--- config.mk ---
export PLATFORM = sky130hd
export DESIGN_NAME = alu_fwd_unit
export DESIGN_NICKNAME = d
export VERILOG_FILES = /design/src/rtl/alu_fwd_pkg.sv /design/src/rtl/alu_fwd_match.sv /design/src/rtl/alu_fwd_mux.sv /design/src/rtl/alu_fwd_unit.sv
export SDC_FILE = /design/constraint.sdc
export NUM_CORES = 1
export LEC_CHECK = 0
export BUFFER_PORTS_ARGS = -buffer_cell sky130_fd_sc_hd__buf_4
export CORE_AREA = 2 2 88 90
export DETAILED_ROUTE_END_ITERATION = 10
export DIE_AREA = 0 0 90 92
export PLACE_DENSITY = 0.67
export SLEW_MARGIN = 20
export SYNTH_ARGS = -nofsm -noshare
export SYNTH_HDL_FRONTEND = slang
export SYNTH_SLANG_ARGS = --single-unit
export TNS_END_PERCENT = 100
--- constraint.sdc ---
create_clock -name vclk -period 2.6
set_input_delay 0.52 -clock vclk [all_inputs]
set_output_delay 0.52 -clock vclk [all_outputs]
set_load 0.01 [all_outputs]
--- src/rtl/alu_fwd_pkg.sv ---
package alu_fwd_pkg;

  typedef enum logic [2:0] {
    CLS_NOP    = 3'd0,
    CLS_ALU    = 3'd1,
    CLS_LOAD   = 3'd2,
    CLS_LADR   = 3'd3,
    CLS_STORE  = 3'd4,
    CLS_BRANCH = 3'd5,
    CLS_BRL    = 3'd6
  } op_class_e;

  typedef enum logic [1:0] {
    SRC_LATCH = 2'd0,
    SRC_Z4    = 2'd1,
    SRC_Z5    = 2'd2
  } src_sel_e;

  // A producer may feed a forward when its result exists in the stage it sits in.
  // Load data exists only after the memory stage, i.e. in the late stage.
  function automatic logic can_forward(input logic [2:0] cls, input logic late);
    return (cls == CLS_ALU) || (late && (cls == CLS_LOAD));
  endfunction

  // Nearer producer is younger, so it wins.
  function automatic src_sel_e pick_source(input logic hit_near, input logic hit_far);
    if (hit_near)     return SRC_Z4;
    else if (hit_far) return SRC_Z5;
    else              return SRC_LATCH;
  endfunction

endpackage

--- src/rtl/alu_fwd_match.sv ---
module alu_fwd_match
  import alu_fwd_pkg::*;
#(
  parameter int REG_W = 5,
  parameter bit LATE  = 1'b0
) (
  input  logic [2:0]       prod_cls,
  input  logic [REG_W-1:0] prod_dst,
  input  logic             cons_alu,
  input  logic             src_live,
  input  logic [REG_W-1:0] cons_src,
  output logic             hit
);

  logic dst_eq;
  logic prod_ok;

  assign dst_eq  = (prod_dst == cons_src);
  assign prod_ok = can_forward(prod_cls, LATE);
  assign hit     = cons_alu && src_live && prod_ok && dst_eq;

endmodule

--- src/rtl/alu_fwd_mux.sv ---
module alu_fwd_mux
  import alu_fwd_pkg::*;
#(
  parameter int DATA_W = 32
) (
  input  logic [DATA_W-1:0] latched,
  input  logic [DATA_W-1:0] near_val,
  input  logic [DATA_W-1:0] far_val,
  input  logic              hit_near,
  input  logic              hit_far,
  output logic [1:0]        sel,
  output logic [DATA_W-1:0] val
);

  src_sel_e choice;

  assign choice = pick_source(hit_near, hit_far);
  assign sel    = choice;

  always_comb begin
    case (choice)
      SRC_Z4:  val = near_val;
      SRC_Z5:  val = far_val;
      default: val = latched;
    endcase
  end

endmodule

--- src/rtl/alu_fwd_unit.sv ---
module alu_fwd_unit
  import alu_fwd_pkg::*;
#(
  parameter int DATA_W = 32,
  parameter int REG_W  = 5
) (
  input  logic [2:0]        s3_cls,
  input  logic [REG_W-1:0]  s3_rb,
  input  logic [REG_W-1:0]  s3_rc,
  input  logic              s3_imm,
  input  logic [DATA_W-1:0] x3,
  input  logic [DATA_W-1:0] y3,
  input  logic [2:0]        s4_cls,
  input  logic [REG_W-1:0]  s4_dst,
  input  logic [DATA_W-1:0] z4,
  input  logic [2:0]        s5_cls,
  input  logic [REG_W-1:0]  s5_dst,
  input  logic [DATA_W-1:0] z5,
  output logic [DATA_W-1:0] x_op,
  output logic [DATA_W-1:0] y_op,
  output logic [1:0]        x_sel,
  output logic [1:0]        y_sel
);

  localparam int NSTAGE = 2;  // index 0: stage 4, index 1: stage 5
  localparam int NOPND  = 2;  // index 0: X, index 1: Y

  logic              cons_alu;
  logic [2:0]        prod_cls [NSTAGE];
  logic [REG_W-1:0]  prod_dst [NSTAGE];
  logic [REG_W-1:0]  cons_src [NOPND];
  logic              src_live [NOPND];
  logic [DATA_W-1:0] opnd_in  [NOPND];
  logic [DATA_W-1:0] opnd_out [NOPND];
  logic [1:0]        sel_out  [NOPND];
  logic [NOPND-1:0]  hit      [NSTAGE];

  // Named match events, visible to the bound checker
  logic hit4_x, hit4_y, hit5_x, hit5_y;

  assign cons_alu    = (s3_cls == CLS_ALU);
  assign prod_cls[0] = s4_cls;
  assign prod_cls[1] = s5_cls;
  assign prod_dst[0] = s4_dst;
  assign prod_dst[1] = s5_dst;
  assign cons_src[0] = s3_rb;
  assign cons_src[1] = s3_rc;
  assign src_live[0] = 1'b1;
  assign src_live[1] = ~s3_imm;   // constant second operand is never replaced
  assign opnd_in[0]  = x3;
  assign opnd_in[1]  = y3;

  for (genvar g = 0; g < NSTAGE; g++) begin : g_stage
    for (genvar o = 0; o < NOPND; o++) begin : g_opnd
      alu_fwd_match #(
        .REG_W (REG_W),
        .LATE  (g == 1)
      ) u_match (
        .prod_cls (prod_cls[g]),
        .prod_dst (prod_dst[g]),
        .cons_alu (cons_alu),
        .src_live (src_live[o]),
        .cons_src (cons_src[o]),
        .hit      (hit[g][o])
      );
    end
  end

  assign hit4_x = hit[0][0];
  assign hit4_y = hit[0][1];
  assign hit5_x = hit[1][0];
  assign hit5_y = hit[1][1];

  for (genvar o = 0; o < NOPND; o++) begin : g_mux
    alu_fwd_mux #(
      .DATA_W (DATA_W)
    ) u_mux (
      .latched  (opnd_in[o]),
      .near_val (z4),
      .far_val  (z5),
      .hit_near (hit[0][o]),
      .hit_far  (hit[1][o]),
      .sel      (sel_out[o]),
      .val      (opnd_out[o])
    );
  end

  assign x_op  = opnd_out[0];
  assign y_op  = opnd_out[1];
  assign x_sel = sel_out[0];
  assign y_sel = sel_out[1];

endmodule

Yosys cells after proc, flatten, opt, wreduce, memory -nomap -nowiden
Index checks and enable logic that the tools add are counted.
Word-level totals
  input port bits: 158
  memories: 0
  register bits after elaboration: 0
  output and inout port bits: 68
  RAM bits: 0
  bits in latches: 0
  ROM bits: 0
  word-level logic and storage cells: 29
Cells by class
  eq/ne operators: 12
  $mul: 0
  reduce and logical (&&, ||, !) cells: 10
  shift-type cells: 0
  muxes and demuxes: 6
  div/mod/pow operators: 0
  add/subtract/negate cells: 0
  order comparisons: 0
  bitwise logic cells: 1
Operators with widths (count)
  case mux 32 bit (2 select lines): 2
  equality test 5 bit: 4
  equality test 3 x 1 -> 1 bit (second input constant): 3
  logical AND 1 bit: 9
  2-to-1 mux 2 bit: 4
  equality test 2 x 1 -> 1 bit (second input constant): 2
  equality test 2 bit (second input constant): 2
  equality test 3 x 2 -> 1 bit (second input constant): 1
  logical OR 1 bit: 1
  inverter 1 bit: 1

Depth between registers and ports, before layout
Gate-level depths: netlist (run 1).
  word-level depth: 8
  mapped depth: 7
  gate-level depth less buffers: 5

Modules after synthesis
From an unflattened synthesis (run 1), not the netlist that was laid out.
Unflattened totals
  cell total of the unflattened synthesis: 259
  area total of the unflattened synthesis: 1766.7 µm²
Modules (own cells, without submodules)
  alu_fwd_mux: cells an instance 109, sequential area each 0.0 µm², area an instance 719.4 µm², times used 2
  alu_fwd_match (g_stage[1].g_opnd[0].u_match ...): cells an instance 10, sequential area each 0.0 µm², area an instance 78.8 µm², times used 2
  alu_fwd_match (g_stage[0].g_opnd[0].u_match ...): cells an instance 9, sequential area each 0.0 µm², area an instance 75.1 µm², times used 2
  alu_fwd_unit: cells an instance 3, sequential area each 0.0 µm², area an instance 20.0 µm², times used 1

Least setup slack after synthesis (run 1)
No wires, ideal clock.
  kind: input port to output port
  start: input s3_cls[2]
  end: output y_op[17]
  required time: 2.080 ns
  buffers on the path: 2
  setup slack: -0.047 ns
  arrival: 2.127 ns
  stages on the path: 6
  cells stage by stage: or3b_4 > or2_0 > or4b_1 > buf_6 > buf_6 > a21oi_1
On the way
  cells in the longest elaborated chain, start to end: 8
  elaborated cells on any way between the ends: 11
  classes of those cells: 3 x eq/ne; 3 x mux; 5 x reduce/logical
Ends and longest elaborated chain
  start, declared: RTL line alu_fwd_unit.sv:7  | input logic [2:0] s3_cls,
  equality test 3 x 1 -> 1 bit *: RTL line alu_fwd_unit.sv:41  | assign cons_alu = (s3_cls == CLS_ALU);
  logical AND 1 bit *: RTL line alu_fwd_match.sv:20  | assign hit = cons_alu && src_live && prod_ok && dst_eq;
  logical AND 1 bit (2 in a row): RTL line alu_fwd_match.sv:20
  2-to-1 mux 2 bit: RTL line alu_fwd_pkg.sv:28  | else if (hit_far) return SRC_Z5;
  2-to-1 mux 2 bit *: RTL line alu_fwd_pkg.sv:27  | if (hit_near) return SRC_Z4;
  equality test 2 bit / equality test 2 x 1 -> 1 bit (equally long branches): RTL line alu_fwd_mux.sv:21  | case (choice)
  case mux 32 bit (2 select lines) *: RTL line alu_fwd_mux.sv:21
  end, declared: RTL line alu_fwd_unit.sv:20  | output logic [DATA_W-1:0] y_op,
Every way passes the cells marked *; elsewhere a longest branch is shown, timed or not.

Final worst setup path (run 1)
Same ends and word-level chain as after synthesis.

==> impl_metrics.toml, run 1 <==
[run]
max_cap_viol_count = 0

[placed_design]
hpwl_um = 6485
gp_congestion = 0.8554
port-buffer-count = 226
dp_cells = 585

[die]
num_rows = 32
core-area_mm2 = 0.007447
die_area_mm2 = 0.008280
pin_count = 226
die_h_um = 92
die_width_um = 90
start_util = 0.2250

[synth]
synth_cells = 259
syn-num-nets = 417
syn-mean-instance-area_um2 = 6.469
yosys_warnings = 0
synth_cell_types = 20
yosysSeqAreaShare = 0
netlist_area_mm2 = 0.001675

[setup_path]
cp_slowest_stage_delay_ns = 0.59
criticalPathCategory = "in2out"
setup.worst_path.end_class = "output port"
cp_slowest_cell = "or4b_4"
cp.arrival_ns = 2.34
critPathRequiredTime_ns = 2.08
path_max_fanout = 28
crit_chain = "buf_6 > or3b_4 > or2_0 > or4b_4 > buf_12 > a21oi_1 > buf_4"
critPathLaunchType = "input pin"

[grt]
antenna_found_initial = 0
grt_pass1_wl_um = 14860
grt_max_degree = 37
first_global_vias = 2908
grt_overflow = 0
grt_use_total = 0.2225

[sta]
fmax_ghz = 0.3492
slew_headroom = 0.7583
hold_viol = 0
layout_min_cycle_time_ns = 2.864
fin_ws_ns = -0.2639
worst_pin_slew_ns = 0.3592
rsz0062_at_grt = "yes"
slew_viol_final = 0
finalSetupViolCount = 65
fin_crit_sh = 1.102

[route]
routed_wl_um = 10000
drt-initial-drc-count = 51
drc = 0
first_pass_iters = 4
wl_per_cell_um = 16.61
drt-vias-per-instance = 4.797
ant_nets = 0
via_count = 2888

[cells_and_area]
layout_commonest_cell = "buf_4"
layout.area.seq_um2 = 0
stdcell_count = 602
seq_cells = 0
fin_nets = 660
final_layout_size_suffix_gt1_frac = 0.6500
final_cell_mix = "242 x buf_4, 63 x mux2i_1, 41 x a21oi_1"
areaGrowthSynthToFinish_pct = 150.1
antennaDiodeCount = 0
post-route-util = 0.5627
n_fill_cell = 695
nClkBuffers = 0

[hold_path]
min_path_type = "in2out"

[power]
cellPowerDensity_mw_per_mm2 = 112.4
vdd_drop_max_mv = 0.05909
p_leak_nw = 2.451

[outcome]
status = "finished, violations left"
violations = "negative setup slack"

[clock_network]
hold_buffers = 0
-- cell usage after synthesis, drive strengths merged --
cell     n  share of area
a21oi   64           0.20
buf      9          0.056
clkbuf  13          0.029
inv      1         0.0022
mux2i   64           0.38
nand2    3         0.0067
nand3    2         0.0060
nand4    2         0.0075
nor2    71           0.16
nor3     2         0.0060
nor4     3          0.011
or2      1         0.0037
or3b     2          0.012
or4b     1         0.0060
xnor2    5          0.026
xor2    16          0.084
-- per-layer routing --
metal | track usage | vias up | wire [µm]
met3 | 0.04026 | 23 | 741
met1 | 0.2500 | 1314 | 3737
met4 | 0.04487 | 0 | 257
li1 | - | 1397 | -
met5 | 0 | - | 0
met2 | 0.4355 | 154 | 5265
-- what timing repair did --
| item | CTS | global route |
|---|---|---|
| setup endpoints to repair | 66 | 66 |
| buffers inserted | 2 | 5 |
| gates cloned | 9 | 1 |
| hold endpoints to repair | 0 | 0 |
| pin swaps | 2 | 5 |
| gates resized for setup | 31 | 37 |
-- logic make-up (layout without fill, tap and decap cells) --
family | count (synthesis) | after routing | synth area share
and+or+nand+nor | 87 | 87 | 0.2226
AOI/OAI and AO/OA | 64 | 64 | 0.1979
buffers and inverters | 23 | 264 | 0.08738
xor gates and xnor gates | 21 | 21 | 0.1098
muxes | 64 | 64 | 0.3824
-- power breakdown --
part	switching [mW]	internal, mW
sequential	0	0
clock	0	0
combinational	0.177	0.294
-- cell type report --
cell class	instances	area (µm²)	area share
Multi-Input combinational cell	236	1774	0.4234
Timing Repair Buffer	263	2285	0.5452
Tap cell	102	127.6	0.03046
Inverter	1	3.754	0.0008958
-- critical path: cells and delay by family --
| family | cells | cell delay [ns] |
|---|---|---|
| AO/OA/AOI/OAI | 1 | 0.18 |
| buffers and inverters | 3 | 0.45 |
| AND/OR/NAND/NOR | 3 | 1.19 |
-- through the flow --
step	setup slack, ns	area (µm²)	power, mW	hold slack (ns)	TNS (ns)
3_3_place_gp	-0.4428	3608	0.4359	1.368	-16.01
6_report	-0.2639	4190	0.4710	1.374	-8.672
4_1_cts	-0.2316	3986	0.4567	1.372	-11.58
5_1_grt	-0.3164	4190	0.5053	1.391	-12.77
2_1_floorplan	-0.04730	1707	0.1279	1.181	-1.147
3_5_place_dp	-0.4383	3608	0.4432	1.371	-16.11
-- worst paths after layout --
path,start,to,slack (ns),depth (start not counted)
max,s3_cls[2],y_op[17],-0.26,7
min,z4[17],x_op[17],1.37,4
Power figures use the tool's default switching activity.
==> run 2: changes to the inputs <==
SETUP_SLACK_MARGIN = 0.5   (was not set)
==> run 2 against run 1 <==
Net effect: the run still ends with negative setup slack left; first-iteration DRC count fell by 45%; via count rose by 1.4%; core utilization rose by 17 points; count of clock-buffer cells in the layout did not move; final cell count rose by 1.0%.
==> impl_metrics.toml, run 2 (synthesis gave the netlist of run 1 again) <==
[outcome]
status = "finished, violations left"
violations = "negative setup slack"

[cells_and_area]
layout_commonest_cell = "buf_4"
final_cell_mix = "201 x buf_4, 45 x buf_6, 33 x mux2i_1"
antennaDiodeCount = 0
areaGrowthSynthToFinish_pct = 223.7
seq_cells = 0
layout.area.seq_um2 = 0
nClkBuffers = 0
n_fill_cell = 547
stdcell_count = 608
final_layout_size_suffix_gt1_frac = 0.8419
fin_nets = 666

[run]
max_cap_viol_count = 0

[route]
drc = 0
ant_nets = 0
first_pass_iters = 4
via_count = 2929
drt-initial-drc-count = 28
drt-vias-per-instance = 4.817
routed_wl_um = 10070
wl_per_cell_um = 16.56

[placed_design]
hpwl_um = 7162
pre_cts_ws_ns = -0.2983
dp_cells = 582
gp_congestion = 0.8088
port-buffer-count = 226

[power]
internal_power_mw = 0.3563
power_frac_comb = 1.000
p_sw_mw = 0.2379
clock_power_share = 0
cellPowerDensity_mw_per_mm2 = 109.6
p_leak_nw = 2.508
vdd_drop_max_mv = 0.06820
switching_share = 0.4003
sequentialPowerShare = 0

[die]
core-area_mm2 = 0.007447
die_h_um = 92
die_area_mm2 = 0.008280
pin_count = 226
start_util = 0.2250
num_rows = 32
die_width_um = 90

[sta]
worst_pin_slew_ns = 0.3614
rsz0062_at_grt = "yes"
finalSetupViolCount = 65
fin_crit_sh = 1.097
slew_headroom = 0.7582
hold_viol = 0
fmax_ghz = 0.3505
fin_ws_ns = -0.2529
slew_viol_final = 0
layout_min_cycle_time_ns = 2.853

[clock_network]
hold_buffers = 0

[grt]
grt_overflow = 0
antenna_found_initial = 0
grt_max_degree = 39
first_global_vias = 3269
grt_use_total = 0.2388
grt_pass1_wl_um = 16250

[hold_path]
worstHoldStart = "z4[9]"
min_path_type = "in2out"
hold_end = "y_op[9]"
whs_path_depth = 4

[setup_path]
criticalPathCategory = "in2out"
critPathRequiredTime_ns = 2.08
critPathLaunchType = "input pin"
cp.arrival_ns = 2.33
setup.worst_path.end_class = "output port"
path_max_fanout = 38
run 2: cell count changes in the layout (fill, tap and decap cells not counted), sizes merged:
cell    previous run  this run
buf              260       269
clkbuf             1         0
inv                1         0
bufbuf             2         0
clkinv             0         1
run 2: power by group through the flow:
stage                     Combinational [mW]  Clock (mW)  Sequential [mW]
after global placement                 0.509           0                0
after CTS                              0.589           0                0
after detailed placement               0.517           0                0
after floorplan                        0.188           0                0
final                                  0.594           0                0
after global routing                   0.632           0                0
run 2: metal layers:
layer / vias to the layer above / track usage / routed length (µm)
met5: - / 0 / 0
met2: 150 / 0.4875 / 5612
li1: 1417 / - / -
met3: 12 / 0.04191 / 704
met1: 1350 / 0.2569 / 3589
met4: 0 / 0.03846 / 162
run 2: layout make-up:
cell class                      instances  area, µm²  share of cell area
Inverter                                1      16.27            0.003000
Multi-Input combinational cell        236       2700              0.4979
Tap cell                              102      127.6             0.02353
Timing Repair Buffer                  269       2579              0.4755
run 2: worst max path at each step:
stage                   start  endpoint  slack, ns
floorplan           s3_cls[2]   y_op[0]    -0.0009
global placement    s3_cls[2]  x_op[31]      -0.31
detailed placement  s3_cls[2]  x_op[31]      -0.30
CTS                 s3_cls[2]   y_op[1]      -0.23
global route        s3_cls[2]  y_op[14]      -0.32
finish              s3_cls[2]   y_op[1]      -0.25
run 2: worst max-delay path, stage by stage:
cell and delay [ns]:
buf_6 0.09, or3b_4 0.39, or2_0 0.21, or4b_4 0.56, buf_12 0.21, nor2_1 0.14, a21oi_2 0.05, buf_4 0.15
run 2: what timing repair did:
action | in CTS | in global routing
gates resized for setup | 135 | 14
endpoints found under the setup margin | 68 | 68
pin swaps | 28 | 6
setup buffers | 12 | 1
cloned | 13 | 0
run 2: metrics by stage:
step | area (µm²) | hold slack [ns] | total power [mW] | setup TNS, ns | utilization
final | 5423 | 1.375 | 0.5942 | -12.25 | 0.7282
after global routing | 5423 | 1.384 | 0.6317 | -16.02 | 0.7282
after CTS | 5359 | 1.375 | 0.5894 | -11.46 | 0.7196
after detailed placement | 4293 | 1.373 | 0.5169 | -14.44 | 0.5764
after global placement | 4293 | 1.369 | 0.5094 | -14.46 | 0.5764
after floorplan | 2547 | 1.166 | 0.1877 | -0.02174 | -
==> run 3: changes to the inputs <==
==> constraint.sdc (replaced) <==
create_clock -name vclk -period 2.6
set_input_delay 0.65 -clock vclk [all_inputs]
set_output_delay 0.65 -clock vclk [all_outputs]
set_load 0.01 [all_outputs]
==> run 3 against run 2 <==
Net effect: the flow still finishes with violations (negative setup slack); first-iteration DRC count grew 21%; combinational power increased by 3%; critical path depth up 4; sequential share of layout area stayed put; via count down 0.24%; worst setup slack worse by 0.27 ns.
==> impl_metrics.toml, run 3 (synthesis gave the netlist of run 1 again) <==
[outcome]
status = "finished, violations left"
violations = "negative setup slack"

[setup_path]
crit_chain = "buf_6 > or3b_4 > buf_6 > buf_12 > nor2_4 > nand3_4 > buf_6 > buf_12 > buf_12 > mux2i_4 > a21oi_4 > buf_6"
cp.arrival_ns = 2.47
critPathRequiredTime_ns = 1.95
critPathLaunchType = "input pin"
cp_slowest_cell = "or3b_4"
path_max_fanout = 5
cp_slowest_stage_delay_ns = 0.40
critPathMostFrequentCell = "buf_6"
criticalPathCategory = "in2out"
setup.worst_path.end_class = "output port"

[route]
drt-vias-per-instance = 4.759
drc = 0
first_pass_iters = 4
drt-initial-drc-count = 34
via_count = 2922
ant_nets = 0
routed_wl_um = 10020
wl_per_cell_um = 16.32

[grt]
grt.met2_usage = 0.4756
grtUsageMet3 = 0.05259
grt.busiest_layer = "met2"
grt_max_degree = 33
grt_overflow = 0
antenna_found_initial = 0
grt_use_met1 = 0.2440
grt_pass1_wl_um = 15890
grt_use_total = 0.2322
first_global_vias = 3234

[hold_path]
min_path_type = "in2out"

[sta]
fmax_ghz = 0.3205
fin_ws_ns = -0.5202
slew_viol_final = 0
hold_viol = 0
layout_min_cycle_time_ns = 3.120
rsz0062_at_grt = "yes"
finalSetupViolCount = 66
slew_headroom = 0.7913
fin_crit_sh = 1.200
worst_pin_slew_ns = 0.3107
finalSetupTns_ns = -29.34

[placed_design]
port-buffer-count = 226
pre_cts_ws_ns = -0.5399
gp_congestion = 0.8535
placed_area_mm2 = 0.004423
hpwl_um = 7265

[die]
core-area_mm2 = 0.007447
pin_count = 226
num_rows = 32
die_h_um = 92
start_util = 0.2250
die_area_mm2 = 0.008280
die_width_um = 90

[cells_and_area]
antennaDiodeCount = 0
layout_commonest_cell = "buf_4"
fin_area_mm2 = 0.005368
fin_nets = 672
layout.area.seq_um2 = 0
areaGrowthSynthToFinish_pct = 220.4
nClkBuffers = 0
final_cell_mix = "210 x buf_4, 45 x buf_6, 33 x mux2i_1"
seq_cells = 0
n_fill_cell = 546
final_layout_size_suffix_gt1_frac = 0.8203

[run]
max_cap_viol_count = 0

[power]
p_leak_nw = 2.516
finalPower_mw = 0.6142
cellPowerDensity_mw_per_mm2 = 114.4
vdd_drop_max_mv = 0.08325
run 3: cell types whose count changed in the layout (fill, tap and decap cells not counted), moves of 2 or more:
cell / change
buf_8: -2
buf_4: +9
nor2_4: -8
nor2_2: -4
mux2i_4: +6
buf_16: -5
mux2i_2: -6
nor2_1: +12
buf_12: +3
run 3: final cells by class:
type | instances | area, µm² | share of cell area
Inverter | 1 | 6.256 | 0.001166
Multi-Input combinational cell | 237 | 2695 | 0.5021
Tap cell | 102 | 127.6 | 0.02378
Timing Repair Buffer | 274 | 2539 | 0.4730
run 3: repair_timing:
action	in CTS	in global routing
buffers inserted	9	1
cloned	9	0
hold buffers	0	0
gates resized for setup	101	21
pin swaps	27	12
setup endpoints to repair	68	68
run 3: final timing paths:
path / from / endpoint / cells past startpoint
max: s3_cls[2] / x_op[3] / 12
min: z4[31] / y_op[31] / 4
run 3: critical path, delay by kind of cell:
| kind | cells | cell delay, ns |
|---|---|---|
| compound gates | 1 | 0.15 |
| simple gates | 3 | 0.60 |
| buf+inv | 7 | 0.88 |
| mux | 1 | 0.19 |
run 3: stage by stage:
step / utilization / instances / hold slack [ns]
2_1_floorplan: - / 259 / 1.426
3_3_place_gp: 0.5939 / 595 / 1.630
3_5_place_dp: 0.5939 / 595 / 1.635
4_1_cts: 0.7065 / 613 / 1.637
5_1_grt: 0.7208 / 614 / 1.657
6_report: 0.7208 / 614 / 1.633
run 3: routing by layer:
metal | wire length [µm] | share of wire
met1 | 3538 | 0.35
met5 | 0 | 0
met4 | 138 | 0.014
met3 | 754 | 0.075
met2 | 5588 | 0.56
run 3: power breakdown:
part	total (mW)	internal (mW)	switching, mW
clock network	0	0	0
registers	0	0	0
logic	0.614	0.372	0.243
